$ cat config.mk
export PLATFORM = sky130hd
export DESIGN_NAME = strb_hs_top
export DESIGN_NICKNAME = d
export VERILOG_FILES = /design/src/rtl/strb_hs_pkg.sv /design/src/rtl/strb_hs_sync.sv /design/src/rtl/strb_hs_filter.sv /design/src/rtl/strb_hs_flag.sv /design/src/rtl/strb_hs_top.sv
export SDC_FILE = /design/constraint.sdc
export NUM_CORES = 1
export LEC_CHECK = 0
export BUFFER_PORTS_ARGS = -buffer_cell sky130_fd_sc_hd__buf_4
export CORE_AREA = 3 3 40 42
export CTS_CLUSTER_SIZE = 20
export DETAILED_ROUTE_END_ITERATION = 10
export DIE_AREA = 0 0 43 45
export PLACE_DENSITY = 0.37
export SLEW_MARGIN = 20
export SYNTH_ARGS = -nofsm -noshare
export SYNTH_HDL_FRONTEND = slang
export SYNTH_SLANG_ARGS = --single-unit
$ cat constraint.sdc
create_clock -name clk -period 0.8 [get_ports clk]
set_input_delay 0 -clock clk [delete_from_list [all_inputs] [get_ports clk]]
set_output_delay 0 -clock clk [all_outputs]
set_load 0.02 [all_outputs]
$ cat src/rtl/strb_hs_pkg.sv
// Shared types for the strobed input handshake.
// Assumes: nothing beyond a single system clock domain.
package strb_hs_pkg;
    // Decision the flag register takes at each edge
    typedef enum logic [1:0] {
        FLAG_HOLD  = 2'd0,
        FLAG_SET   = 2'd1,
        FLAG_CLEAR = 2'd2
    } flag_act_e;
endpackage

$ cat src/rtl/strb_hs_sync.sv
// Multi-flop synchronizer for one asynchronous active-low pin.
// Assumes STAGES >= 2; reset loads the inactive (high) level into every stage.
module strb_hs_sync #(
    parameter int STAGES = 2
) (
    input  logic clk,
    input  logic rst_n,
    input  logic pin_i,
    output logic sync_o
);
    logic [STAGES-1:0] stage_q;

    // Shift the pin level through the synchronizer chain
    always_ff @(posedge clk) begin
        if (!rst_n) begin
            stage_q <= '1;
        end else begin
            stage_q <= {stage_q[STAGES-2:0], pin_i};
        end
    end

    assign sync_o = stage_q[STAGES-1];
endmodule

$ cat src/rtl/strb_hs_filter.sv
// Runt filter: reports a valid strobe once the synchronized active-low
// level has been low for DEPTH consecutive samples.
// Assumes DEPTH >= 2 and that the input is already synchronized.
module strb_hs_filter #(
    parameter int DEPTH = 2
) (
    input  logic clk,
    input  logic rst_n,
    input  logic lvl_n_i,
    output logic valid_o
);
    localparam int HIST = DEPTH - 1;

    logic [HIST-1:0] hist_q;

    // Keep the previous HIST synchronized samples, newest in bit 0
    always_ff @(posedge clk) begin
        if (!rst_n) begin
            hist_q <= '1;
        end else begin
            hist_q[0] <= lvl_n_i;
            for (int i = 1; i < HIST; i++) begin
                hist_q[i] <= hist_q[i-1];
            end
        end
    end

    // Valid only when the current sample and all held ones are low
    always_comb begin
        valid_o = !lvl_n_i && (hist_q == '0);
    end
endmodule

$ cat src/rtl/strb_hs_flag.sv
// Interrupt flag register with read priority over set.
// Assumes rd_act_i and stb_ok_i are already synchronous to clk.
module strb_hs_flag
    import strb_hs_pkg::*;
(
    input  logic clk,
    input  logic rst_n,
    input  logic rd_act_i,
    input  logic stb_ok_i,
    output logic flag_o
);
    flag_act_e act;

    // Choose the action: a read clears and blocks any set
    always_comb begin
        if (rd_act_i) begin
            act = FLAG_CLEAR;
        end else if (stb_ok_i) begin
            act = FLAG_SET;
        end else begin
            act = FLAG_HOLD;
        end
    end

    // Apply the chosen action to the flag
    always_ff @(posedge clk) begin
        if (!rst_n) begin
            flag_o <= 1'b0;
        end else begin
            case (act)
                FLAG_SET:   flag_o <= 1'b1;
                FLAG_CLEAR: flag_o <= 1'b0;
                default:    flag_o <= flag_o;
            endcase
        end
    end


    rd_clears_chk: assert property (@(posedge clk) disable iff (!rst_n)
        rd_act_i |=> !flag_o);


    idle_holds_chk: assert property (@(posedge clk) disable iff (!rst_n)
        (!rd_act_i && !stb_ok_i) |=> $stable(flag_o));
endmodule

$ cat src/rtl/strb_hs_top.sv
// Strobed input interrupt handshake: synchronizes both pins, filters
// the input strobe, and sets/clears the interrupt flag.
// Assumes both pins are asynchronous, active low and idle high.
module strb_hs_top #(
    parameter int SYNC_STAGES  = 2,
    parameter int FILTER_DEPTH = 2
) (
    input  logic clk,
    input  logic rst_n,
    input  logic stb_n_i,
    input  logic rd_n_i,
    output logic irq_o,
    output logic status_bit_o
);
    logic stb_sync_n;
    logic rd_sync_n;
    logic stb_ok;
    logic rd_act;
    logic flag;

    strb_hs_sync #(.STAGES(SYNC_STAGES)) u_stb_sync (
        .clk(clk), .rst_n(rst_n), .pin_i(stb_n_i), .sync_o(stb_sync_n)
    );

    strb_hs_sync #(.STAGES(SYNC_STAGES)) u_rd_sync (
        .clk(clk), .rst_n(rst_n), .pin_i(rd_n_i), .sync_o(rd_sync_n)
    );

    strb_hs_filter #(.DEPTH(FILTER_DEPTH)) u_filter (
        .clk(clk), .rst_n(rst_n), .lvl_n_i(stb_sync_n), .valid_o(stb_ok)
    );

    assign rd_act = !rd_sync_n;

    strb_hs_flag u_flag (
        .clk(clk), .rst_n(rst_n), .rd_act_i(rd_act),
        .stb_ok_i(stb_ok), .flag_o(flag)
    );

    assign irq_o        = flag;
    assign status_bit_o = flag;

    // R4 (pin history with default stage counts)
    set_cause_chk: assert property (@(posedge clk) disable iff (!rst_n)
        ($rose(irq_o) && $past(rst_n)) |->
            (!$past(stb_n_i, 3) && !$past(stb_n_i, 4) && $past(rd_n_i, 3)));


    clear_cause_chk: assert property (@(posedge clk) disable iff (!rst_n)
        ($fell(irq_o) && $past(rst_n)) |-> !$past(rd_n_i, 3));


    reset_clear_chk: assert property (@(posedge clk)
        !rst_n |=> (!irq_o && !status_bit_o));
endmodule

---- Yosys cells after proc, flatten, opt, wreduce, memory -nomap -nowiden ----
Index checks and enable logic that the tools add are counted.
storage, ports and cells
  logic and storage cells ................. 13
  register bits ........................... 6
operators by class
  bitwise operators ....................... 1
  multiplexer cells ....................... 3
  equality and inequality tests ........... 2
  reductions and logical operators ........ 3
operator list
  operator            count
  $eq 2x1->1 const B  1
  $eq 2x2->1 const B  1
  $mux 2              1
  $pmux 1 s2          1
  $reduce_bool 2->1   1
  $logic_and 1x1->1   1
  $logic_not 1->1     1
  $mux 1              1
  $not 1->1           1

---- Longest topological paths before layout ----
  depth in word-level cells ............... 6
  mapped depth ............................ 2

---- Cells and area by module ----
Synthesis repeated with hierarchy kept, for this count alone.
second synthesis, totals
  cells, all modules ...................... 16
  area total of the unflattened synthesis .. 182.7 sq um
modules (own cells, without submodules)
  module          cells an instance  times used  area an instance (sq um)  seq. area each (sq um)
  strb_hs_sync    4                  2           52.6                      40.0
  strb_hs_flag    3                  1           36.3                      20.0
  strb_hs_filter  3                  1           30.0                      20.0
  strb_hs_top     2                  1           11.3                      0.0

---- Worst setup path before layout ----
Ideal clock, no wire load.
  path type ............................... register -> register
  start point ............................. register u_flag.flag_o (netlist name)
  end point ............................... register u_flag.flag_o
  cell stages (with the launch flop) ...... 2
  required time ........................... 0.684 ns
  buffers on the path ..................... 0
  library setup time ...................... 0.116 ns
  setup slack ............................. 0.094 ns
  arrival ................................. 0.589 ns
  path through ............................ dfxtp_1 > o211a_1
RTL lines
  element               RTL line            source
  end signal, assigned  strb_hs_flag.sv:33  default: flag_o <= flag_o;
  end, declared         strb_hs_flag.sv:10  output logic flag_o

---- Worst setup path in the final report ----
  start point ............................. register u_flag.flag_o
  end point ............................... output irq_o
RTL lines
  element        RTL line           source
  end, declared  strb_hs_top.sv:12  output logic irq_o,
No word-level cell between the ends.

==> flow_metrics.tcl <==
set metrics [dict create \
    path_clk_slew_ps 40 \
    die_x_um 43 \
    worstSetupPathType "register to output port" \
    hold_buffers 3 \
    synth-simple-area-share_pct 20.3 \
    reg2regPathDepth 2 \
    cp_num_buf_inv 1 \
    top_level_ports 6 \
    timing.rr.start "u_stb_sync.stage_q[1]" \
    die_h_um 45 \
    crit_path_top_delay_cell "dfxtp_1" \
    worst_pin_slew_ps 107 \
    avgSynthCellArea_um2 12.3 \
    cts_buffers 3 \
    io_buffers 5 \
    crit_start "u_flag.flag_o" \
    synth_top_family_by_area "simple AND/OR/NAND/NOR gates" \
    coreArea_um2 1280 \
    switching_share_pct 18.6 \
    min_path_cells 1 \
    drc 0 \
    p_leak_nw 0.127 \
    rows 13 \
    hp-class "register to register" \
    clockBufferDepth 2 \
    finalSetupViolations 0 \
    grt_usage_pct 4.34 \
    wl_um 268 \
    grt-busiest-layer "met3" \
    wl_per_cell_um 6.87 \
    synth-seq-cells 6 \
    p_int_mw 0.506 \
    synthAdderAreaFrac_pct 0 \
    status "finished, final reports clean" \
    ant_nets 0 \
    place.gp.congestion 0.598 \
    initial_core_util_pct 13.4 \
    n_fill_cell 138 \
    cts_root_buf "clkbuf_4" \
    cpPeakStageDelay_ps 350 \
    cts_tree "built" \
    drtPass1Iterations 2 \
    skew_ps 0.0623 \
    power_density_nw_per_um2 2270 \
    fmax_mhz 1350 \
    fin_setup_tns_ps 0 \
    first_global_vias 141 \
    yosys.area.top_type "dfxtp_1" \
    antenna_found_initial 0 \
    worst_ir_drop_vdd_mv 0.869 \
    synth-edff-count 0 \
    crit_required_ps 800 \
    path_cells "buf_4" \
    finalMaxSlewViolations 0 \
    via_per_inst 3.21 \
    max-cap-violations 0 \
    grt_pass1_wl_um 517 \
    gr-usage-met2_pct 5.69 \
    post_cts_buffers 0 \
    p_comb_share_pct 5.7 \
    syn_area_um2 173 \
    yosys_warnings 0 \
    slew_headroom_pct 92.8 \
    clock_latency_ps 240 \
    min_to "u_rd_sync.stage_q[1]" \
    die_area_um2 1940 \
    use_met1_pct 2.91 \
    area_growth_pct 58.7 \
    ff2ff_setup_slack_ps 150 \
    num_vias 125 \
    p_sw_mw 0.116 \
    synth-compound-area-share_pct 5.80 \
    synthTopCellsByCount "dfxtp_1, nand2b_1, buf_4, nor2_1, o211a_1" \
    ys_seq_area_share_pct 69.6 \
    path_delay_family "flip-flops" \
    fin_area_um2 274 \
    seqPwrFrac_pct 50.4 \
    critPathArrivalTime_ps 740 \
    n_antenna_cell 0 \
    r2r_end "u_flag.flag_o" \
    drtIter0Drc 2 \
    htree_levels 1 \
    synth_top_cell_area_share_pct 69.6 \
    clock-sinks 6 \
    grt.overflow.total 0 \
    fin_nets 30 \
    synthArstFlopShare_pct 0 \
    clkPwrFrac_pct 43.9 \
    synthTopCellsByArea "dfxtp_1, nand2b_1, o211a_1" \
    critPathCaptureType "output port" \
    placed_cell_area_um2 221 \
    synth_mux_area_share_pct 0 \
    drive_gt1_share_pct 33.3 \
    min_from "u_rd_sync.stage_q[0]" \
    synthFlopType "dfxtp_1" \
    synth_nets 18 \
    rsz0062_at_grt "no" \
    yosysMostFrequentCell "dfxtp_1" \
    synth_xor_area_share_pct 0 \
    fin_crit_ps 742 \
    syn_inst 14 \
    start_kind "register" \
    synth_cell_types 5 \
    hold_viol 0 \
    period_share_pct 92.7 \
    met3_usage_pct 5.98 \
    crit_fanout 3 \
    cts.repair.resized 0 \
    grt_max_degree 7 \
]
[logic make-up (layout without fill, tap and decap cells)]
| family | count (synthesis) | in the layout |
|---|---|---|
| simple gates | 6 | 6 |
| compound gates | 1 | 1 |
| flops | 6 | 6 |
| buf+inv | 1 | 11 |
[power groups by stage]
stage	combinational [mW]	sequential, mW	clock (mW)
floorplan	0.00829	0.319	0
global placement	0.0239	0.319	0
global route	0.0393	0.313	0.318
CTS	0.0357	0.313	0.290
detailed placement	0.0242	0.319	0
finish	0.0354	0.313	0.273
[stage by stage]
step	hold WS [ps]	setup slack (ps)	total power [mW]	utilization [%]	instances
2_1_floorplan	73.0	94.3	0.327	-	14
3_3_place_gp	185	161	0.343	17.2	33
3_5_place_dp	188	156	0.343	17.2	33
4_1_cts	405	45.2	0.639	21.3	39
5_1_grt	418	10.7	0.671	21.3	39
6_report	402	58.2	0.621	21.3	39
[metal layers]
| metal | vias up | share of wire (%) |
|---|---|---|
| li1 | 64 | - |
| met3 | 0 | 15 |
| met1 | 53 | 48 |
| met2 | 8 | 37 |
| met4 | 0 | 0 |
| met5 | - | 0 |
[worst max path at each step]
stage / to / slack, ps / cells after the start
finish: irq_o / 60 / 1
global route: status_bit_o / 10 / 1
CTS: irq_o / 50 / 1
detailed placement: u_flag.flag_o / 160 / 2
global placement: u_flag.flag_o / 160 / 2
floorplan: u_flag.flag_o / 90 / 1
[state kept, by name, indices dropped and copies added, names as in the netlist]
signal and count:
u_flag.flag_o 1, u_rd_sync.stage_q 2, u_stb_sync.stage_q 2, u_filter.hist_q 1
[cell usage in the layout, fill, tap and decap left out]
master,instances
dfxtp_1,6
dlygate4sd3_1,3
nor2_1,1
clkbuf_4,3
nand2b_1,5
o211a_1,1
buf_4,5
[area by class of cell]
type / instances / area, um^2 / area share (%)
multi-input cells: 7 / 45.0 / 16.4
repair buffers: 8 / 67.6 / 24.7
clock buffers: 3 / 22.5 / 8.22
well taps: 15 / 18.8 / 6.85
flip-flops and latches: 6 / 120 / 43.8
Note: power is estimated with default switching activity, not from simulation.
